## src/rtl/mac_loop_pkg.sv

```systemverilog
package mac_loop_pkg;
  typedef enum logic [2:0] {
    ST_IDLE,
    ST_RDX,
    ST_RDY,
    ST_MAC,
    ST_FIN,
    ST_DONE
  } mac_state_e;
endpackage

```

## src/rtl/mac_loop_ctrl.sv

```systemverilog
module mac_loop_ctrl
  import mac_loop_pkg::*;
#(
  parameter int CNT_W = 8
) (
  input  logic             clk_i,
  input  logic             rst_ni,
  input  logic             start_i,
  input  logic [CNT_W-1:0] count_i,
  output mac_state_e       state_o,
  output logic             load_o
);
  localparam int CW1 = CNT_W + 1;

  mac_state_e     state_q;
  logic [CW1-1:0] cnt_q;

  assign load_o  = start_i && (state_q == ST_IDLE);
  assign state_o = state_q;

  always_ff @(posedge clk_i or negedge rst_ni) begin
    if (!rst_ni) begin
      state_q <= ST_IDLE;
      cnt_q   <= '0;
    end else begin
      unique case (state_q)
        ST_IDLE: if (start_i) begin
          state_q <= ST_RDX;
          // zero count means full range
          cnt_q   <= (count_i == '0) ? (CW1'(1) << CNT_W) : {1'b0, count_i};
        end
        ST_RDX: state_q <= ST_RDY;
        ST_RDY: state_q <= ST_MAC;
        ST_MAC: begin
          cnt_q   <= cnt_q - 1'b1;
          state_q <= (cnt_q == CW1'(1)) ? ST_FIN : ST_RDX;
        end
        ST_FIN:  state_q <= ST_DONE;
        ST_DONE: state_q <= ST_IDLE;
        default: state_q <= ST_IDLE;
      endcase
    end
  end

  assert_cnt_nonzero_R3: assert property (@(posedge clk_i) disable iff (!rst_ni)
    (state_q == ST_MAC) |-> (cnt_q != '0));
  assert_done_after_fin_R2: assert property (@(posedge clk_i) disable iff (!rst_ni)
    (state_q == ST_FIN) |=> (state_q == ST_DONE));
endmodule

```

## src/rtl/mac_addr_gen.sv

```systemverilog
module mac_addr_gen #(
  parameter int AW = 32,
  parameter int CW = 4
) (
  input  logic          clk_i,
  input  logic          rst_ni,
  input  logic          load_i,
  input  logic          step_i,
  input  logic [AW-1:0] x_base_i,
  input  logic [AW-1:0] y_base_i,
  input  logic [CW-1:0] size_code_i,
  output logic [AW-1:0] x_o,
  output logic [AW-1:0] y_o
);
  localparam logic [AW-1:0] STEP = AW'(2);

  logic [AW-1:0] x_q, y_q, mask, x_inc;
  logic [CW-1:0] size_q;

  assign mask  = (size_q == '0) ? '0 : ((AW'(1) << size_q) - AW'(1));
  assign x_inc = x_q + STEP;

  always_ff @(posedge clk_i or negedge rst_ni) begin
    if (!rst_ni) begin
      x_q    <= '0;
      y_q    <= '0;
      size_q <= '0;
    end else if (load_i) begin
      x_q    <= x_base_i;
      y_q    <= y_base_i;
      size_q <= size_code_i;
    end else if (step_i) begin
      // ring: upper bits pinned, low bits wrap
      x_q <= (size_q == '0) ? x_inc : ((x_q & ~mask) | (x_inc & mask));
      y_q <= y_q + STEP;
    end
  end

  assign x_o = x_q;
  assign y_o = y_q;

  assert_y_linear_R4: assert property (@(posedge clk_i) disable iff (!rst_ni)
    (step_i && !load_i) |=> (y_q == $past(y_q) + STEP));
  assert_x_ring_R5: assert property (@(posedge clk_i) disable iff (!rst_ni)
    (step_i && !load_i && size_q != '0) |=> ((x_q & ~mask) == ($past(x_q) & ~mask)));
endmodule

```

## src/rtl/mac_datapath.sv

```systemverilog
module mac_datapath #(
  parameter int DW    = 16,
  parameter int ACC_W = 48,
  parameter int RW    = 32,
  parameter int CW    = 4
) (
  input  logic          clk_i,
  input  logic          rst_ni,
  input  logic          load_i,
  input  logic          x_cap_i,
  input  logic          mac_i,
  input  logic          fin_i,
  input  logic [RW-1:0] init_i,
  input  logic [CW-1:0] shift1_i,
  input  logic [CW-1:0] shift2_i,
  input  logic [DW-1:0] rdata_i,
  output logic [RW-1:0] result_o,
  output logic          ovf_o
);
  localparam int PW = 2 * DW;
  localparam logic signed [ACC_W-1:0] MAXV = {{(ACC_W-RW+1){1'b0}}, {(RW-1){1'b1}}};
  localparam logic signed [ACC_W-1:0] MINV = {{(ACC_W-RW+1){1'b1}}, {(RW-1){1'b0}}};

  logic [CW-1:0]            s1_q, s2_q;
  logic [DW-1:0]            xs_q;
  logic signed [ACC_W-1:0]  acc_q, init_ext, rnd, seed, prod_ext, scaled, shifted;
  logic signed [PW-1:0]     prod;
  logic [RW-1:0]            result_q;
  logic                     ovf_q;

  assign init_ext = {{(ACC_W-RW){init_i[RW-1]}}, init_i};
  assign rnd      = (shift1_i == '0) ? '0 : (ACC_W'(1) << (shift1_i - 1'b1));
  assign seed     = (init_ext <<< shift1_i) + rnd;
  assign prod     = $signed(xs_q) * $signed(rdata_i);
  assign prod_ext = {{(ACC_W-PW){prod[PW-1]}}, prod};
  assign scaled   = prod_ext <<< s2_q;
  assign shifted  = acc_q >>> s1_q;

  always_ff @(posedge clk_i or negedge rst_ni) begin
    if (!rst_ni) begin
      s1_q     <= '0;
      s2_q     <= '0;
      xs_q     <= '0;
      acc_q    <= '0;
      result_q <= '0;
      ovf_q    <= 1'b0;
    end else begin
      if (load_i) begin
        s1_q  <= shift1_i;
        s2_q  <= shift2_i;
        acc_q <= seed;
      end else if (mac_i) begin
        acc_q <= acc_q + scaled;
      end
      if (x_cap_i) xs_q <= rdata_i;
      if (fin_i) begin
        if (shifted > MAXV) begin
          result_q <= MAXV[RW-1:0];
          ovf_q    <= 1'b1;
        end else if (shifted < MINV) begin
          result_q <= MINV[RW-1:0];
          ovf_q    <= 1'b1;
        end else begin
          result_q <= shifted[RW-1:0];
          ovf_q    <= 1'b0;
        end
      end
    end
  end

  assign result_o = result_q;
  assign ovf_o    = ovf_q;

  assert_sat_extreme_R7: assert property (@(posedge clk_i) disable iff (!rst_ni)
    ovf_q |-> (result_q == MAXV[RW-1:0] || result_q == MINV[RW-1:0]));
  assert_result_hold_R9: assert property (@(posedge clk_i) disable iff (!rst_ni)
    !fin_i |=> $stable(result_q) && $stable(ovf_q));
endmodule

```

## src/rtl/mac_loop_engine.sv

```systemverilog
module mac_loop_engine
  import mac_loop_pkg::*;
#(
  parameter int AW    = 32,
  parameter int DW    = 16,
  parameter int ACC_W = 48,
  parameter int RW    = 32,
  parameter int CNT_W = 8,
  parameter int CW    = 4
) (
  input  logic             clk_i,
  input  logic             rst_ni,
  input  logic             start_i,
  input  logic [AW-1:0]    x_base_i,
  input  logic [AW-1:0]    y_base_i,
  input  logic [RW-1:0]    acc_init_i,
  input  logic [CNT_W-1:0] count_i,
  input  logic [CW-1:0]    size_code_i,
  input  logic [CW-1:0]    shift1_i,
  input  logic [CW-1:0]    shift2_i,
  output logic             mem_req_o,
  output logic [AW-1:0]    mem_addr_o,
  input  logic [DW-1:0]    mem_rdata_i,
  output logic             busy_o,
  output logic             done_o,
  output logic [RW-1:0]    result_o,
  output logic             ovf_o,
  output logic [AW-1:0]    x_next_o,
  output logic [AW-1:0]    y_next_o
);
  mac_state_e    state;
  logic          load;
  logic [AW-1:0] x_addr, y_addr;

  mac_loop_ctrl #(.CNT_W(CNT_W)) u_ctrl (
    .clk_i   (clk_i),
    .rst_ni  (rst_ni),
    .start_i (start_i),
    .count_i (count_i),
    .state_o (state),
    .load_o  (load)
  );

  mac_addr_gen #(.AW(AW), .CW(CW)) u_addr (
    .clk_i       (clk_i),
    .rst_ni      (rst_ni),
    .load_i      (load),
    .step_i      (state == ST_MAC),
    .x_base_i    (x_base_i),
    .y_base_i    (y_base_i),
    .size_code_i (size_code_i),
    .x_o         (x_addr),
    .y_o         (y_addr)
  );

  mac_datapath #(.DW(DW), .ACC_W(ACC_W), .RW(RW), .CW(CW)) u_dp (
    .clk_i    (clk_i),
    .rst_ni   (rst_ni),
    .load_i   (load),
    .x_cap_i  (state == ST_RDY),
    .mac_i    (state == ST_MAC),
    .fin_i    (state == ST_FIN),
    .init_i   (acc_init_i),
    .shift1_i (shift1_i),
    .shift2_i (shift2_i),
    .rdata_i  (mem_rdata_i),
    .result_o (result_o),
    .ovf_o    (ovf_o)
  );

  assign mem_req_o  = (state == ST_RDX) || (state == ST_RDY);
  assign mem_addr_o = (state == ST_RDX) ? x_addr : y_addr;
  assign busy_o     = (state != ST_IDLE);
  assign done_o     = (state == ST_DONE);
  assign x_next_o   = x_addr;
  assign y_next_o   = y_addr;

  assert_req_in_busy_R2: assert property (@(posedge clk_i) disable iff (!rst_ni)
    mem_req_o |-> busy_o);
  assert_done_pulse_R2: assert property (@(posedge clk_i) disable iff (!rst_ni)
    done_o |=> !done_o && !busy_o);
  assert_start_ignored_R8: assert property (@(posedge clk_i) disable iff (!rst_ni)
    (busy_o && !done_o) |=> busy_o);
endmodule

```

## config.mk

```make
export PLATFORM = sky130hd
export DESIGN_NAME = mac_loop_engine
export DESIGN_NICKNAME = d
export VERILOG_FILES = /design/src/rtl/mac_loop_pkg.sv /design/src/rtl/mac_loop_ctrl.sv /design/src/rtl/mac_addr_gen.sv /design/src/rtl/mac_datapath.sv /design/src/rtl/mac_loop_engine.sv
export SDC_FILE = /design/constraint.sdc
export NUM_CORES = 2
export LEC_CHECK = 0
export BUFFER_PORTS_ARGS = -buffer_cell sky130_fd_sc_hd__buf_2
export CORE_MARGIN = 2
export CORE_UTILIZATION = 60
export DETAILED_ROUTE_END_ITERATION = 7
export GPL_TIMING_DRIVEN = 1
export PLACE_DENSITY = 0.79
export SYNTH_ARGS = -nofsm -noshare
export SYNTH_HDL_FRONTEND = slang
export SYNTH_SLANG_ARGS = --single-unit
```

## constraint.sdc

```tcl
create_clock -name clk_i -period 12.1 [get_ports clk_i]
set_input_delay 1.21 -clock clk_i [delete_from_list [all_inputs] [get_ports clk_i]]
set_output_delay 1.21 -clock clk_i [all_outputs]
set_load 0.01 [all_outputs]
```

==> results.txt <==
In this run, synthesis inferred 0 flip-flops with an integrated enable. TritonCTS built the clock tree. The H-tree was split into 4 levels.

Input and output buffers added on the ports amount to 266. Setup repair after global routing left no endpoint under its margin. Setup violations remaining at the end of the flow were counted as 0.

In the routed design, unresolved DRC markers number 0. In this run, synthesis produced a sequential element count of 185. The clock skew after layout is 0.02241 ns. Clock-pin slew was measured on the worst setup and hold paths at 0.07 ns.

The critical path's largest stage delay works out to 0.59 ns. Initial antenna violation count: 4. Cell type group with the largest total delay on the critical path: adder cells.

The area growth from synthesis to final layout is 7.173%. The number of buffers and inverters on the critical path is 4. For the via count of the first global-routing pass, the log shows 25460. The tools report the final sum of negative setup slack as 0 ns. At the pin with the least slew margin, the transition time is 1.164 ns. In the post-route analysis, the smallest setup slack over all paths is 1.423 ns. The half-perimeter wire length after placement was 65400 µm. The period utilization came out at 88.24%. For the site row count, the log shows 80.

The critical register-to-register path startpoint is u_dp.xs_q[15]. The area of the mapped netlist was 29180 µm². Entering global routing, the biggest net connects 119 pins. The number of nets in the synthesized netlist is 4027. The number of nets with antenna violations after detailed routing came out at 0. The run gives 26330 as the total number of vias.

The I/O pin count is 267, and the maximum clock insertion buffer count is 2. Global routing consumed, on the met1 layer, 49.32% of the routing resources. Counting every sink on the clock net gives 185.

STA classifies the critical path startpoint as an input pin. After clock tree synthesis, the repair step resized 0 gates. Synthesized area divided by synthesized cell count: 8.405 µm². For met2 alone, demand over resource in global routing was 52.68%.

The worst setup path is of the input pin to register kind. The class of the tightest hold or removal check was register to register. The first global-routing pass estimated 137300 µm of wire.

Yosys printed 0 warnings. The global routing stage identified its most utilized layer as met2. The count of routing violations after the opening detailed-route iteration came out at 2709.

The number of buffers inserted by post-CTS setup repair was 0; the data arrival time at the worst-slack endpoint was 11.00 ns. Of all nets on the critical path, the largest fanout is 13. Routability-driven placement finished with a final weighted congestion of 1.054.

The area of the placeable core was 47850 µm²; the first-pass iteration count of the detailed router was 6. The die is 224.5 µm tall. After the last flow step, the layout net total stands at 4135. Timing analysis after detailed placement gives a worst setup slack of 1.113 ns. The standard cell with the maximum stage delay on the critical path was o41ai_1. The tools report the origin of the worst setup path as mem_rdata_i[15].

CTS placed an instance of clkbuf_16 at the clock tree root. The number of clock buffers added by TritonCTS is 17. For this run, global-route usage on met3 was measured as 5.134%. For this run, the total global-route usage over all layers was measured as 34.15%.

The netlist uses 91 different library cells. The count of hold buffers inserted by post-cts repair came out at 0. In the final layout, the share of cells above drive strength 1 is 14.14%. The area of the die was 50420 µm²; the number of violations of the max-capacitance limit was 0. The logs give 22.42% for the tightest slew margin relative to the limit and 0.48 ns for the later-pin clock latency in the skew report. The count of final max-slew check failures is 0.

The tools report the kind of capture point of the worst setup path as a register. For the sequential cell area fraction in the yosys report, the log shows 15.86%. The most frequently used flop master after synthesis was dfrtp_1. The most repeated cell in the gate-level netlist after synthesis was nand2_1. Of the post-synthesis cell area, the dominant cell type holds 18.11%. The run finished with clean final reports. The worst path needs 10.68 ns of the cycle, external delays included. STA puts the critical path data required time at 12.42 ns. The top cell type by total area after synthesis is fa_1. The average routed wire per standard cell was 20.00 µm; the ratio of routed vias to standard cells was 6.253. Once the floorplan was initialized, standard cells occupied 60.99% of the core.

The cell count after synthesis came out at 3472. The die is 224.5 µm wide. Ranked by instance count, the synthesized netlist is headed by nand2_1, inv_1, fa_1, nor2_1, dfrtp_1. The routed design has 84220 µm of wire. Proportion of register bits with asynchronous set or reset after synthesis: 100.0%.

The maximum clock frequency was 93.66 MHz. The most used cell along the critical path was fa_1. Sorting the synthesized cells by area gives the leading types as fa_1, dfrtp_1, ha_1.

The run gives 0 as the global route total overflow. The startpoint identified for the worst hold timing path is u_dp.result_o[15]. For the number of hold-slack violations in the final timing report, the log shows 0.
==> worst register-to-register path, delay by kind of cell, from the launching register on <==
kind / cells / cell delay [ns]
AOI/OAI and AO/OA: 11 / 2.76
xor gates and xnor gates: 1 / 0.23
adders and majority gates: 8 / 4.26
buffers and inverters: 3 / 0.17
DFF: 1 / 0.80
muxes: 2 / 0.75
and+or+nand+nor: 5 / 1.29
==> area by class of cell <==
class,instances,area [µm²]
well taps,615,769.5
flip-flops and latches,185,4631
repair buffers,293,1543
fillers,4151,16570
multi-input cells,2714,22390
diodes,3,7.507
clock buffers,23,467.9
clock inverters,9,83.83
inverters,369,1385
==> stage by stage <==
stage	cells	area (µm²)	utilization (%)	hold slack, ns
floorplan	3472	29180	-	0.4699
global placement	4176	30720	64.20	0.4722
detailed placement	4176	30720	64.20	0.4786
CTS	4208	31270	65.35	0.4983
global route	4211	31280	65.37	0.5216
finish	4211	31280	65.37	0.4958
==> routing by layer <==
layer,routed length (µm),up-vias
met5,0,-
met4,2782,0
met3,6826,175
met2,37920,1189
met1,36690,12830
li1,-,12140
==> worst paths after layout <==
path	end	slack, ns	depth (start not counted)
max in group asynchronous	u_dp.s1_q[0]	9.68	2
worst max register to register	u_dp.acc_q[41]	1.68	30
worst max-delay path	u_dp.acc_q[41]	1.42	33
worst min register to register	u_dp.result_o[15]	0.50	1
worst min-delay path	u_dp.result_o[15]	0.50	1
min in group asynchronous	u_addr.y_o[21]	0.90	1
==> cells in the final DEF, fill, tap and decap left out, drive strengths merged, types with 29 or more instances in the layout <==
| master | Yosys | final |
|---|---|---|
| a211oi | 45 | 45 |
| a21o | 39 | 39 |
| a21oi | 181 | 181 |
| a31oi | 49 | 49 |
| and2 | 147 | 147 |
| and3 | 44 | 44 |
| buf | 52 | 292 |
| dfrtp | 185 | 185 |
| fa | 264 | 264 |
| ha | 156 | 156 |
| inv | 367 | 372 |
| mux2 | 86 | 86 |
| mux2i | 139 | 139 |
| mux4 | 58 | 58 |
| nand2 | 432 | 432 |
| nand3 | 85 | 85 |
| nor2 | 234 | 234 |
| nor3 | 61 | 61 |
| o211ai | 29 | 29 |
| o21a | 31 | 31 |
| o21ai | 147 | 147 |
| xnor2 | 94 | 94 |
| xor2 | 65 | 65 |
==> logic make-up (layout without fill, tap and decap cells) <==
| group | Yosys count | in the layout | share of synthesized area, % |
|---|---|---|---|
| xor gates and xnor gates | 160 | 160 | 4.875 |
| AOI/OAI and AO/OA | 693 | 693 | 15.31 |
| and+or+nand+nor | 1158 | 1158 | 18.91 |
| adders and majority gates | 420 | 420 | 24.80 |
| muxes | 283 | 283 | 12.67 |
| buffers and inverters | 573 | 694 | 7.576 |
| DFF | 185 | 185 | 15.86 |
| other | 0 | 3 | 0 |
Power is not shown: default switching activity piles up to over one toggle a cycle in this logic, so the estimate is an artifact.
